<file path="src/rtl/ovl_dec_pkg.sv">
package ovl_dec_pkg;

  // Index of each decoded region.
  typedef enum logic [1:0] {
    REG_RAM = 2'd0,
    REG_ROM = 2'd1,
    REG_IO  = 2'd2
  } region_e;

  localparam int unsigned N_REGION = 3;

  typedef struct packed {
    logic rom;
    logic ram;
    logic io;
  } sel_t;

endpackage

</file>
<file path="src/rtl/ovl_rst_sync.sv">
module ovl_rst_sync #(
  parameter int unsigned STAGES = 2
) (
  input  logic clk,
  input  logic rst_n,
  output logic rst_q_n
);

  logic [STAGES-1:0] chain_q;
  logic [STAGES-1:0] chain_d;

  always_comb begin
    chain_d = {chain_q[STAGES-2:0], 1'b1};
  end

  always_ff @(posedge clk or negedge rst_n) begin
    if (!rst_n) begin
      chain_q <= '0;
    end else begin
      chain_q <= chain_d;
    end
  end

  assign rst_q_n = chain_q[STAGES-1];

endmodule

</file>
<file path="src/rtl/ovl_flag.sv">
module ovl_flag (
  input  logic clk,
  input  logic rst_q_n,
  input  logic wr_qual,
  output logic flag_q
);

  logic flag_d;
  logic flag_en;

  // The flag can only drop; the enable fires on a qualified write.
  always_comb begin
    flag_en = wr_qual & flag_q;
    flag_d  = 1'b0;
  end

  always_ff @(posedge clk or negedge rst_q_n) begin
    if (!rst_q_n) begin
      flag_q <= 1'b1;
    end else if (flag_en) begin
      flag_q <= flag_d;
    end
  end

endmodule

</file>
<file path="src/rtl/ovl_window.sv">
module ovl_window #(
  parameter int unsigned           ADDR_W = 24,
  parameter logic [ADDR_W-1:0]     BASE   = '0,
  parameter int unsigned           SPAN_W = 16
) (
  input  logic [ADDR_W-1:0] addr,
  output logic              hit
);

  generate
    if (SPAN_W >= ADDR_W) begin : g_all
      assign hit = 1'b1;
    end else begin : g_cmp
      localparam int unsigned TAG_W = ADDR_W - SPAN_W;
      logic [TAG_W-1:0] tag;
      assign tag = BASE[ADDR_W-1:SPAN_W];
      assign hit = (addr[ADDR_W-1:SPAN_W] == tag);
    end
  endgenerate

endmodule

</file>
<file path="src/rtl/ovl_select.sv">
module ovl_select
  import ovl_dec_pkg::*;
(
  input  logic                 as_n,
  input  logic                 flag_q,
  input  logic                 wr_qual,
  input  logic [N_REGION-1:0]  hit,
  output sel_t                 sel
);

  logic strobe;
  logic ovl_eff;

  always_comb begin
    strobe  = ~as_n;
    // A qualified write is decoded with the normal map.
    ovl_eff = flag_q & ~wr_qual;
    sel.rom = strobe & (ovl_eff | hit[REG_ROM]);
    sel.ram = strobe & ~ovl_eff & hit[REG_RAM];
    sel.io  = strobe & ~ovl_eff & hit[REG_IO];
  end

endmodule

</file>
<file path="src/rtl/boot_overlay_decoder.sv">
module boot_overlay_decoder
  import ovl_dec_pkg::*;
#(
  parameter int unsigned       ADDR_W     = 24,
  parameter logic [ADDR_W-1:0] RAM_BASE   = 24'h000000,
  parameter int unsigned       RAM_SPAN_W = 23,
  parameter logic [ADDR_W-1:0] ROM_BASE   = 24'hF00000,
  parameter int unsigned       ROM_SPAN_W = 19,
  parameter logic [ADDR_W-1:0] IO_BASE    = 24'hFF0000,
  parameter int unsigned       IO_SPAN_W  = 16,
  parameter int unsigned       SYNC_STAGES = 2
) (
  input  logic              clk,
  input  logic              rst_n,
  input  logic [ADDR_W-1:0] addr,
  input  logic              as_n,
  input  logic              rw,
  output logic              cs_rom,
  output logic              cs_ram,
  output logic              cs_io,
  output logic              overlay
);

  localparam logic [ADDR_W-1:0] BASES [N_REGION] = '{RAM_BASE, ROM_BASE, IO_BASE};
  localparam int unsigned       SPANS [N_REGION] = '{RAM_SPAN_W, ROM_SPAN_W, IO_SPAN_W};

  logic                rst_q_n;
  logic                wr_qual;
  logic                flag_q;
  logic [N_REGION-1:0] hit;
  sel_t                sel;

  assign wr_qual = ~as_n & ~rw;

  ovl_rst_sync #(.STAGES(SYNC_STAGES)) u_rst (
    .clk     (clk),
    .rst_n   (rst_n),
    .rst_q_n (rst_q_n)
  );

  ovl_flag u_flag (
    .clk     (clk),
    .rst_q_n (rst_q_n),
    .wr_qual (wr_qual),
    .flag_q  (flag_q)
  );

  generate
    for (genvar g = 0; g < N_REGION; g++) begin : g_win
      ovl_window #(
        .ADDR_W (ADDR_W),
        .BASE   (BASES[g]),
        .SPAN_W (SPANS[g])
      ) u_win (
        .addr (addr),
        .hit  (hit[g])
      );
    end
  endgenerate

  ovl_select u_sel (
    .as_n    (as_n),
    .flag_q  (flag_q),
    .wr_qual (wr_qual),
    .hit     (hit),
    .sel     (sel)
  );

  assign cs_rom  = sel.rom;
  assign cs_ram  = sel.ram;
  assign cs_io   = sel.io;
  assign overlay = flag_q;

endmodule

</file>
<file path="config.mk">
export PLATFORM = sky130hd
export DESIGN_NAME = boot_overlay_decoder
export DESIGN_NICKNAME = d
export VERILOG_FILES = /design/src/rtl/ovl_dec_pkg.sv /design/src/rtl/ovl_rst_sync.sv /design/src/rtl/ovl_flag.sv /design/src/rtl/ovl_window.sv /design/src/rtl/ovl_select.sv /design/src/rtl/boot_overlay_decoder.sv
export SDC_FILE = /design/constraint.sdc
export NUM_CORES = 1
export LEC_CHECK = 0
export ABC_AREA = 1
export CAP_MARGIN = 30
export CORE_AREA = 2 2 39 41
export CTS_BUF_LIST = sky130_fd_sc_hd__clkbuf_16
export CTS_CLUSTER_SIZE = 20
export DETAILED_ROUTE_END_ITERATION = 10
export DIE_AREA = 0 0 41 43
export MAX_ROUTING_LAYER = met4
export PLACE_DENSITY = 0.6
export SLEW_MARGIN = 30
export SYNTH_ARGS = -nofsm -noshare
export SYNTH_HDL_FRONTEND = slang
export SYNTH_HIERARCHICAL = 1
export SYNTH_SLANG_ARGS = --single-unit
</file>
<file path="constraint.sdc">
create_clock -name clk -period 2.15 [get_ports clk]
set_clock_uncertainty 0.05 [all_clocks]
set_input_delay 0.43 -clock clk [delete_from_list [all_inputs] [get_ports clk]]
set_output_delay 0.43 -clock clk [all_outputs]
set_load 0.05 [all_outputs]
</file>
# After elaboration in Yosys (flattened, before gate mapping)
# Index checks and enable logic that the tools add are counted.
[totals]
inputBits = 28
output_inout_bits = 4
reg_bits = 3
wordCells = 17
[classes]
eq_ne = 2
n_bitwise = 13
[ops]
columns = ["cell", "count"]
rows = [
  ["$eq 8x8->1 const B", 1],
  ["$and 1x1->1", 7],
  ["$eq 5x5->1 const B", 1],
  ["$not 1->1", 5],
  ["$or 1x1->1", 1],
]

# Logic depth before layout (Yosys ltp)
[logic_depth]
depth_word = 7
depth_mapped = 6
mapped_depth_nobuf = 6

# Cells and area by module
# The synthesis kept the hierarchy.
[by_module_without_submodules]
columns = ["mod", "area_each_um2", "n_inst", "cells_each"]
rows = [
  ["ovl_rst_sync", 53.8, 1, 3],
  ["ovl_select", 43.8, 1, 10],
  ["ovl_window at g_win[2].u_win", 41.3, 1, 11],
  ["ovl_flag", 36.3, 1, 3],
  ["ovl_window at g_win[1].u_win", 16.3, 1, 4],
  ["boot_overlay_decoder", 3.8, 1, 1],
  ["ovl_window at g_win[0].u_win", 3.8, 1, 1],
]

# Worst setup path after synthesis
# No wires, ideal clock.
[synth_path]
path_kind = "flip-flop to output port"
startpoint = "register u_flag.flag_q"
endpoint = "output cs_rom"
path_stages_with_launch = 3
n_path_buf = 0
slack_ns = 0.110
t_arrival_ns = 1.560
required_ns = 1.670
path_cell_list = "dfstp_2 > nand2_2 > a21oi_1"
[synth_via]
elab_chain_cells = 3
[synth_lines]
columns = ["element", "line", "source"]
rows = [
  ["start, declared", "ovl_flag.sv:5", "output logic flag_q"],
  ["start signal, assigned", "ovl_flag.sv:21", "flag_q <= flag_d;"],
  ["$and 1x1->1", "ovl_select.sv:17", "ovl_eff = flag_q & ~wr_qual;"],
  ["$or 1x1->1", "ovl_select.sv:18", "sel.rom = strobe & (ovl_eff | hit[REG_ROM]);"],
  ["$and 1x1->1", "ovl_select.sv:18", ""],
  ["end, declared", "boot_overlay_decoder.sv:18", "output logic cs_rom,"],
]
# No other way between the ends.

# Worst setup path in the final report
[layout_path]
startpoint = "input as_n"
endpoint = "output cs_ram"
[layout_via]
elab_chain_cells = 7
[layout_lines]
columns = ["element", "line", "source"]
rows = [
  ["start, declared", "boot_overlay_decoder.sv:16", "input logic as_n,"],
  ["$not 1->1", "boot_overlay_decoder.sv:33", "assign wr_qual = ~as_n & ~rw;"],
  ["$and 1x1->1", "boot_overlay_decoder.sv:33", ""],
  ["named net wr_qual", "boot_overlay_decoder.sv:28", "logic wr_qual;"],
  ["$not 1->1", "ovl_select.sv:17", ""],
  ["$and 1x1->1", "ovl_select.sv:17", ""],
  ["$not 1->1", "ovl_select.sv:19", "sel.ram = strobe & ~ovl_eff & hit[REG_RAM];"],
  ["$and 1x1->1 (2 in a row)", "ovl_select.sv:19", ""],
  ["end, declared", "boot_overlay_decoder.sv:19", "output logic cs_ram,"],
]
# The timed path passes the listed nets, and every way through them passes these cells.

==> impl_metrics.env <==
export IMPL_largest_net_degree_at_the_start_of_global_routing=4
export IMPL_ioPinCount=32
export IMPL_cts_buffers=3
export IMPL_mostFrequentLayoutCells="sky130_fd_sc_hd__inv_1 (13), sky130_fd_sc_hd__clkdlybuf4s50_1 (11), sky130_fd_sc_hd__nand2_1 (7), sky130_fd_sc_hd__nor2_1 (5)"
export IMPL_timing_critical_path_to_type="output port"
export IMPL_hold_worst_slack_ns=0.121
export IMPL_fin_crit_sh_pct=95.1
export IMPL_yosysTopAreaCell="sky130_fd_sc_hd__dfrtp_1"
export IMPL_syn2layout_area_growth_pct=139
export IMPL_synthesis_yosys_warnings=6
export IMPL_flop_pwr_share_pct=15.3
export IMPL_design_core_area_sq_um=1380
export IMPL_finish_cell_count_without_fillers=68
export IMPL_cellPowerDensity_nw_per_um2=814
export IMPL_syn_inst=33
export IMPL_io_buffer_count=15
export IMPL_die_area_sq_um=1760
export IMPL_post_synth_main_area_contributors="sky130_fd_sc_hd__dfrtp_1 (25%), sky130_fd_sc_hd__inv_1 (23%), sky130_fd_sc_hd__dfstp_2 (13%)"
export IMPL_net_count_synth=61
export IMPL_timing_hold_worst_class="flip-flop to async pin"
export IMPL_count_of_clock_tree_sinks=3
export IMPL_grtUsageTotal_pct=7.12
export IMPL_clockBufferDepth=2
export IMPL_clock_root_buffer="sky130_fd_sc_hd__clkbuf_16"
export IMPL_clock_latency_ns=0.22
export IMPL_hpwlAfterDp_um=384
export IMPL_htreeDepth=1
export IMPL_row_count=14
export IMPL_holdBufCountCts=0
export IMPL_post_place_cells=64
export IMPL_post_route_cells_drive_above_1_share_pct=21.2
export IMPL_cts_clk_slew_worst_paths_ns=0.03
export IMPL_average_instance_area_after_synthesis_sq_um=6.03
export IMPL_yosys_register_bits=3
export IMPL_power_switching_share_pct=16.3
export IMPL_max_vdd_ir_drop_uv=455
export IMPL_syn_area_sq_um=199
export IMPL_worst_ep_arrival_time_ns=1.56
export IMPL_yosys_cell_types_count=10
export IMPL_first_iter_violations=2
export IMPL_cts_post_setup_buffers_inserted=0
export IMPL_report_final_slew_viol_count=0
export IMPL_internal_power_contribution_uw=324
export IMPL_grt_ovfl_total=0
export IMPL_final_tns_setup_ns=0
export IMPL_final_antenna_net_count=0
export IMPL_max_freq_ghz=0.489
export IMPL_hold_viol_final=0
export IMPL_avgViaCountPerCell=3.46
export IMPL_outcome="finished clean"
export IMPL_cts_tree="done"
export IMPL_total_leakage_power_nw=0.239
export IMPL_first_global_vias=215
export IMPL_routabilityCongestion=0.523
export IMPL_wirelength_um=431
export IMPL_wl_per_cell_um=6.34
export IMPL_crit_fanout=3
export IMPL_dr_total_vias=235
export IMPL_post_synth_top_area_fraction_pct=25.2
export IMPL_power_switching_uw=63.2
export IMPL_initial_core_util_pct=14.4
export IMPL_combinationalPowerShare_pct=10.7
export IMPL_drt_drc_violations_left=0
export IMPL_max_cap_viol_count=0
export IMPL_n_antenna_cell=0
export IMPL_grt_pass1_wl_um=717
export IMPL_detail_route_first_pass_iterations=4
export IMPL_setup_repair_after_global_routing_missed_its_margin="false"
export IMPL_die_w_um=41
export IMPL_power_share_clock_pct=73.9
export IMPL_number_of_antenna_violations_at_the_first_check_in_global_routing=0
export IMPL_layout_commonest_cell="sky130_fd_sc_hd__inv_1"
export IMPL_timing_final_setup_violations=0
export IMPL_path_class="primary input to output port"
export IMPL_critPathLaunchType="primary input"
export IMPL_synth_seq_area_share_pct=38.4
export IMPL_overall_die_height_um=43
export IMPL_layout_nets=81
export IMPL_cp_required_ns=1.67
export IMPL_ctsResizeCount=0
export IMPL_timing_final_crit_period_ns=2.04
state kept, by name (all words and copies together), names as in the netlist:
name and flops:
u_rst/chain_q 2, u_flag/flag_q 1
path summary, 6_finish.rpt:
kind	startpoint	to	slack, ns	cells past startpoint
worst max-delay path	as_n	cs_ram	0.11	7
worst min-delay path	u_rst/chain_q[1]	u_flag/flag_q	0.12	0
worst max register to register	u_flag/flag_q	u_flag/flag_q	1.39	2
worst min register to register	u_rst/chain_q[1]	u_flag/flag_q	0.12	0
max in group asynchronous	rst_n	u_rst/chain_q[0]	1.61	1
min in group clk	u_rst/chain_q[0]	u_rst/chain_q[1]	0.29	0
synth_stat cells:
library cell,number
sky130_fd_sc_hd__inv_1,12
sky130_fd_sc_hd__nand2_1,7
sky130_fd_sc_hd__nor2_1,5
sky130_fd_sc_hd__dfrtp_1,2
sky130_fd_sc_hd__nand2_2,2
sky130_fd_sc_hd__a21oi_1,1
sky130_fd_sc_hd__conb_1,1
sky130_fd_sc_hd__dfstp_2,1
sky130_fd_sc_hd__nand3_1,1
sky130_fd_sc_hd__nor2_2,1
metal layers:
layer / vias to the layer above / part of all wire, % / wire [um] / track usage (%)
met5: - / 0 / 0 / -
met4: 0 / 7.2 / 31 / 12.0
met3: 4 / 17 / 73 / 3.14
met2: 13 / 41 / 175 / 8.75
met1: 93 / 35 / 150 / 5.52
li1: 125 / - / - / -
worst max-delay path, cell delays in order:
cell and delay [ns]:
sky130_fd_sc_hd__clkdlybuf4s50_1 0.45, sky130_fd_sc_hd__nor2_1 0.17, sky130_fd_sc_hd__inv_1 0.07, sky130_fd_sc_hd__nand2_2 0.07
sky130_fd_sc_hd__nand2_2 0.05, sky130_fd_sc_hd__nor2_1 0.17, sky130_fd_sc_hd__buf_12 0.16
power groups by stage:
| stage | Sequential, mW | Combinational (mW) | Clock [mW] |
|---|---|---|---|
| global route | 0.0597 | 0.0457 | 0.298 |
| global placement | 0.0599 | 0.0417 | 0 |
| finish | 0.0594 | 0.0415 | 0.286 |
| detailed placement | 0.0601 | 0.0420 | 0 |
| floorplan | 0.0598 | 0.0131 | 0 |
| CTS | 0.0595 | 0.0420 | 0.292 |
cell families (layout without fill, tap and decap cells):
logic type             count (synthesis)  count (layout)  synth area share (%)
DFF                                    3               3                  38.4
other                                  1               1                  1.88
AOI/OAI and AO/OA                      1               1                  2.51
buffers and inverters                 12              31                  22.6
and+or+nand+nor                       16              16                  34.6
stage by stage:
stage	setup slack (ns)	cell area, sq um	power (mW)	util [%]
final	0.105	475	0.387	34.4
after global routing	0.00454	475	0.403	34.4
after CTS	0.0958	475	0.394	34.4
after detailed placement	0.0997	397	0.102	28.7
after global placement	0.0895	397	0.102	28.7
after floorplan	0.110	199	0.0729	-
cell type report:
cell class                 count  area (sq um)
fill                         158           908
timing repair buffer          15           178
multi-input combinational     18          77.6
sequential                     3          76.3
clock buffer                   3          75.1
inverter                      12          45.0
tap                           16          20.0
clock inverter                 1          3.75
No activity file was read; power rests on OpenSTA's default activity.
